===== src/rtl/bank_rf_pkg.sv =====
package bank_rf_pkg;

  localparam logic [4:0] MODE_USR = 5'b10000;
  localparam logic [4:0] MODE_FIQ = 5'b10001;
  localparam logic [4:0] MODE_IRQ = 5'b10010;
  localparam logic [4:0] MODE_SVC = 5'b10011;
  localparam logic [4:0] MODE_ABT = 5'b10111;
  localparam logic [4:0] MODE_UND = 5'b11011;
  localparam logic [4:0] MODE_SYS = 5'b11111;

  typedef enum logic [2:0] {
    BANK_USR = 3'd0,
    BANK_FIQ = 3'd1,
    BANK_IRQ = 3'd2,
    BANK_SVC = 3'd3,
    BANK_ABT = 3'd4,
    BANK_UND = 3'd5
  } bank_e;

  localparam int NUM_BANKS     = 6;
  localparam int NUM_STS_BANKS = NUM_BANKS - 1;
  localparam int NUM_PRIV2     = NUM_BANKS - 2;  // modes banking only the top indices

  typedef struct packed {
    bank_e bank;
    logic  legal;
    logic  has_sts;
  } mode_info_t;

endpackage


===== src/rtl/bank_rf_mode_dec.sv =====
module bank_rf_mode_dec
  import bank_rf_pkg::*;
(
  input  logic [4:0] mode_i,
  output mode_info_t info_o
);

  always_comb begin
    info_o.bank    = BANK_USR;
    info_o.legal   = 1'b1;
    info_o.has_sts = 1'b1;
    unique case (mode_i)
      // low four views: bank index is the mode with bit 4 cleared
      MODE_USR, MODE_FIQ, MODE_IRQ, MODE_SVC:
        info_o.bank = bank_e'({1'b0, mode_i[1:0]});
      MODE_ABT: info_o.bank = BANK_ABT;
      MODE_UND: info_o.bank = BANK_UND;
      MODE_SYS: info_o.bank = BANK_USR;
      default: begin
        info_o.legal   = 1'b0;
        info_o.has_sts = 1'b0;
      end
    endcase
    if (info_o.bank == BANK_USR) info_o.has_sts = 1'b0;
  end

endmodule


===== src/rtl/bank_rf_slot_map.sv =====
module bank_rf_slot_map
  import bank_rf_pkg::*;
#(
  parameter int NUM_REGS   = 15,
  parameter int FIQ_FIRST  = 8,
  parameter int PRIV_FIRST = 13,
  parameter int IW         = 4,
  parameter int SW         = 5
) (
  input  mode_info_t    info_i,
  input  logic [IW-1:0] idx_i,
  output logic [SW-1:0] slot_o,
  output logic          valid_o
);

  localparam int FIQ_BASE  = NUM_REGS;
  localparam int FIQ_CNT   = NUM_REGS - FIQ_FIRST;
  localparam int PRIV_BASE = FIQ_BASE + FIQ_CNT;
  localparam int PRIV_CNT  = NUM_REGS - PRIV_FIRST;

  int idx;
  int slot;

  always_comb begin
    idx  = int'(idx_i);
    slot = idx;
    if (info_i.bank == BANK_FIQ && idx >= FIQ_FIRST)
      slot = FIQ_BASE + (idx - FIQ_FIRST);
    else if (info_i.bank != BANK_USR && info_i.bank != BANK_FIQ && idx >= PRIV_FIRST)
      slot = PRIV_BASE + (int'(info_i.bank) - int'(BANK_IRQ)) * PRIV_CNT + (idx - PRIV_FIRST);
    valid_o = info_i.legal && (idx < NUM_REGS);
    slot_o  = valid_o ? SW'(slot) : '0;
  end

endmodule


===== src/rtl/bank_rf_store.sv =====
module bank_rf_store #(
  parameter int DW    = 32,
  parameter int DEPTH = 30,
  parameter int AW    = 5
) (
  input  logic          clk_i,
  input  logic          rst_ni,
  input  logic          we_i,
  input  logic [AW-1:0] waddr_i,
  input  logic [DW-1:0] wdata_i,
  input  logic [AW-1:0] raddr_i,
  output logic [DW-1:0] rdata_o
);

  logic [DW-1:0] mem_q [DEPTH];

  always_ff @(posedge clk_i or negedge rst_ni) begin
    if (!rst_ni) begin
      for (int i = 0; i < DEPTH; i++) mem_q[i] <= '0;
    end else if (we_i && int'(waddr_i) < DEPTH) begin
      mem_q[waddr_i] <= wdata_i;
    end
  end

  assign rdata_o = (int'(raddr_i) < DEPTH) ? mem_q[raddr_i] : '0;

endmodule


===== src/rtl/bank_rf.sv =====
module bank_rf
  import bank_rf_pkg::*;
#(
  parameter  int DW         = 32,
  parameter  int NUM_REGS   = 15,
  parameter  int FIQ_FIRST  = 8,
  parameter  int PRIV_FIRST = 13,
  localparam int IW         = $clog2(NUM_REGS + 1)
) (
  input  logic          clk_i,
  input  logic          rst_ni,
  input  logic [4:0]    mode_i,
  input  logic [IW-1:0] rd_idx_i,
  output logic [DW-1:0] rd_data_o,
  input  logic          wr_en_i,
  input  logic [IW-1:0] wr_idx_i,
  input  logic [DW-1:0] wr_data_i,
  output logic [DW-1:0] sts_rd_data_o,
  input  logic          sts_wr_en_i,
  input  logic [DW-1:0] sts_wr_data_i,
  output logic          mode_err_o,
  output logic          sts_err_o
);

  localparam int NUM_SLOTS = NUM_REGS + (NUM_REGS - FIQ_FIRST)
                           + NUM_PRIV2 * (NUM_REGS - PRIV_FIRST);
  localparam int SW  = $clog2(NUM_SLOTS);
  localparam int STW = $clog2(NUM_STS_BANKS);

  mode_info_t    info;
  logic [SW-1:0] rd_slot, wr_slot;
  logic          rd_valid, wr_valid;
  logic [DW-1:0] gpr_rdata, sts_rdata;
  logic [STW-1:0] sts_slot;

  bank_rf_mode_dec u_dec (
    .mode_i (mode_i),
    .info_o (info)
  );

  bank_rf_slot_map #(
    .NUM_REGS(NUM_REGS), .FIQ_FIRST(FIQ_FIRST), .PRIV_FIRST(PRIV_FIRST), .IW(IW), .SW(SW)
  ) u_rd_map (
    .info_i (info),
    .idx_i  (rd_idx_i),
    .slot_o (rd_slot),
    .valid_o(rd_valid)
  );

  bank_rf_slot_map #(
    .NUM_REGS(NUM_REGS), .FIQ_FIRST(FIQ_FIRST), .PRIV_FIRST(PRIV_FIRST), .IW(IW), .SW(SW)
  ) u_wr_map (
    .info_i (info),
    .idx_i  (wr_idx_i),
    .slot_o (wr_slot),
    .valid_o(wr_valid)
  );

  bank_rf_store #(.DW(DW), .DEPTH(NUM_SLOTS), .AW(SW)) u_gpr (
    .clk_i  (clk_i),
    .rst_ni (rst_ni),
    .we_i   (wr_en_i && wr_valid),
    .waddr_i(wr_slot),
    .wdata_i(wr_data_i),
    .raddr_i(rd_slot),
    .rdata_o(gpr_rdata)
  );

  // saved status slots start at the fast-interrupt bank
  assign sts_slot = info.has_sts ? STW'(int'(info.bank) - int'(BANK_FIQ)) : '0;

  bank_rf_store #(.DW(DW), .DEPTH(NUM_STS_BANKS), .AW(STW)) u_sts (
    .clk_i  (clk_i),
    .rst_ni (rst_ni),
    .we_i   (sts_wr_en_i && info.has_sts),
    .waddr_i(sts_slot),
    .wdata_i(sts_wr_data_i),
    .raddr_i(sts_slot),
    .rdata_o(sts_rdata)
  );

  assign rd_data_o     = rd_valid ? gpr_rdata : '0;
  assign sts_rd_data_o = info.has_sts ? sts_rdata : '0;
  assign mode_err_o    = ~info.legal;
  assign sts_err_o     = ~info.has_sts;

endmodule


===== config.mk =====
export PLATFORM = sky130hd
export DESIGN_NAME = bank_rf
export DESIGN_NICKNAME = d
export VERILOG_FILES = /design/src/rtl/bank_rf_pkg.sv /design/src/rtl/bank_rf_mode_dec.sv /design/src/rtl/bank_rf_slot_map.sv /design/src/rtl/bank_rf_store.sv /design/src/rtl/bank_rf.sv
export SDC_FILE = /design/constraint.sdc
export NUM_CORES = 2
export LEC_CHECK = 0
export CAP_MARGIN = 20
export CORE_MARGIN = 1
export CORE_UTILIZATION = 65
export CTS_BUF_LIST = sky130_fd_sc_hd__clkbuf_16
export DETAILED_ROUTE_END_ITERATION = 10
export PLACE_DENSITY = 0.83
export SLEW_MARGIN = 20
export SYNTH_ARGS = -nofsm -noshare
export SYNTH_HDL_FRONTEND = slang
export SYNTH_SLANG_ARGS = --single-unit
export TNS_END_PERCENT = 10

===== constraint.sdc =====
create_clock -name clk_i -period 15.8 [get_ports clk_i]
set_clock_uncertainty 0.05 [all_clocks]
set_input_delay 3.95 -clock clk_i [delete_from_list [all_inputs] [get_ports clk_i]]
set_output_delay 3.95 -clock clk_i [all_outputs]
set_load 0.02 [all_outputs]

==> flow_summary.ini <==
[drt]
drt_iter0_drc = 3170
vias = 34982
wl_per_cell_um = 26.0
postRouteWirelength_mm = 138
drc_errors = 12
dr.pass1.iters = 8
ant_nets = 0
vias_per_cell = 6.60

[clock_network]
htreeDepth = 3
cts_root_buffer = clkbuf_16
clkLatencyLatePin_ps = 670
hold_buffers = 0
post_cts_resized = 0
post-cts-setup-buffer-count = 0
clkSinkCount = 1120
numCtsBuffers = 112
cts_max_path_buffers = 3
clkSlewWorstSetupHoldPaths_ps = 60
cts_tree = done

[die]
die_h_um = 288
core_area_um2 = 80700
rows = 104
dieArea_um2 = 82800
start_util_pct = 65.8
die-width_um = 288
io_pins = 147

[worst_setup_path]
cp-start-kind = input pin
required_ps = 11800
cp_max_fo = 32
endpoint_kind = primary output
r2r_cells = 1
worst_ep_arrival_time_ps = 10340
r2r_slack_ps = 14890
worst-setup-path-type = in -> out
r2r_start = u_gpr.mem_q[485]
r2r_end = u_gpr.mem_q[485]

[hold_path]
worst_hold_path.endpoint = u_gpr.mem_q[233]
hold-path-cell-count = 1
hold_path_class = reg -> reg
hold_path.startpoint = u_gpr.mem_q[233]

[timing]
fin_crit_sh_pct = 90.8
slew_headroom_pct = 14.2
period_needed_ps = 14340
rsz0062_at_grt = false
whs_ps = 441
report.final.setup_viol = 0
finalMaxSlewViolations = 0
setup_tns_ps = 0
max_freq_mhz = 69.7
finalHoldViolCount = 0
worstMarginPinSlew_ps = 1290

[cells_and_area]
areaGrowthSynthToFinish_pct = 10.3
final_nets = 4250
design_area_um2 = 58500
drive_gt1_share_pct = 30.8
fillers = 5337

[placement]
hpwl_mm = 76.8
dpl_cell_area_um2 = 54800
place_congestion = 0.818
portBuffers = 146

[logic_synthesis]
syn_nets = 4310
synth_cells = 4203
avgSynthCellArea_um2 = 12.6
synth_top_area_cell = dfrtp_1
yosysMostFrequentCell = dfrtp_1
seq_area_frac_synth_pct = 52.8
ys_types = 67
synth_top_flop_cell = dfrtp_1
synth-seq-cells = 1120
synth_common_cells = 1120 x dfrtp_1, 974 x mux2_2, 441 x nand2_1
synthArstFlopShare_pct = 100
yosysWarnings = 0
syn_area_um2 = 53100
synth_top_area_share_pct = 52.8
synth_edf_count = 0
synth_area_leaders = dfrtp_1 53%, mux2_2 21%, mux2i_1 5.9%

[status]
violations = design-rule violations
status = finished with violations

[grt]
antenna_found_initial = 5
grt_pass1_wl_mm = 215
grt_pass1_vias = 36546
grt_start_max_net_pins = 194
overflow = 0
grtUsageTotal_pct = 33.8

[power_and_ir_drop]
ir_drop_mv = 0.112
p_leak_nw = 27.3
power_density_nw_per_um2 = 111

[run]
maxCapViolations = 0
power breakdown:
group          leakage [nW]  internal (mW)  switching [mW]
registers              15.3           3.06           0.100
clock network          1.88           1.53            1.13
logic                  10.1          0.287           0.363
cell type report:
cell class	instances	area [um2]	area share, %
Timing Repair Buffer	213	2080	3.56
Multi-Input combinational cell	2676	23300	39.8
Clock buffer	114	2850	4.87
Inverter	20	75.1	0.128
Clock inverter	93	827	1.41
Antenna cell	5	12.5	0.0214
Tap cell	1060	1330	2.27
Sequential cell	1120	28000	47.9
state kept, by name (all words and copies together) (netlist names):
signal,cells
u_gpr.mem_q,960
u_sts.mem_q,160
layout by cell type (no fill, tap or decap), drive strengths merged, types with 3 or more instances in the layout:
cell / synthesis / routed
nand3: 187 / 187
nand2b: 12 / 12
a32oi: 63 / 63
o2111ai: 34 / 34
clkbuf: 232 / 114
and3: 4 / 4
mux2i: 312 / 312
a211oi: 4 / 4
bufinv: 0 / 14
mux2: 1146 / 1146
dfrtp: 1120 / 1120
clkinvlp: 0 / 3
o21ai: 8 / 8
diode: 0 / 5
o211a: 3 / 3
ha: 24 / 24
clkdlybuf4s50: 0 / 139
a21boi: 4 / 4
nor2: 94 / 94
nand2: 443 / 443
o211ai: 7 / 7
xnor2: 7 / 7
buf: 155 / 74
clkinv: 0 / 49
xor2: 4 / 4
o221ai: 89 / 89
a21o: 5 / 5
a21oi: 144 / 144
or2: 5 / 5
nor3: 6 / 6
a221oi: 4 / 4
o22ai: 33 / 33
inv: 20 / 47
nand4: 4 / 4
mux4: 5 / 5
a31oi: 4 / 4
critical path, cell delays in order:
cell,delay [ps]
clkdlybuf4s50_1,520
nor2b_1,210
nor3_1,640
inv_2,300
ha_1,280
xor2_1,210
ha_1,270
ha_1,310
xnor2_1,230
nand3_1,190
o2111ai_4,140
buf_4,550
a21oi_1,200
nor2_4,590
buf_4,460
a32oi_1,110
o221ai_1,440
clkdlybuf4s50_1,710
cell families after synthesis:
group / synth area share [%]
buf+inv: 3.64
mux: 30.6
fa+ha+maj: 0.642
xor+xnor: 0.309
simple gates: 6.34
flops: 52.8
compound gates: 5.60
metrics by stage:
step                      cells  power [mW]  utilization [%]  setup WS [ps]
after floorplan            4203        3.61                -           4160
after global placement     5087        3.82             67.9           1590
after detailed placement   5088        3.85             68.0           1570
after CTS                  5295        6.50             72.5           1570
after global routing       5300        6.69             72.5           1270
final                      5301        6.48             72.5           1460
worst max-delay path by stage:
| stage | start | slack, ps | to |
|---|---|---|---|
| floorplan | mode_i[2] | 4160 | rd_data_o[0] |
| global placement | mode_i[3] | 1590 | rd_data_o[24] |
| finish | mode_i[3] | 1460 | rd_data_o[24] |
| detailed placement | mode_i[3] | 1570 | rd_data_o[24] |
| CTS | mode_i[3] | 1570 | rd_data_o[24] |
| global route | mode_i[3] | 1270 | rd_data_o[24] |
metal layers:
metal	wire length, um	up-vias	track usage, %
li1	-	14991	-
met4	5520	0	13.3
met5	0	-	0
met2	65300	1387	54.2
met1	56500	18269	45.5
met3	10300	335	6.57
Power figures use the tool's default switching activity.
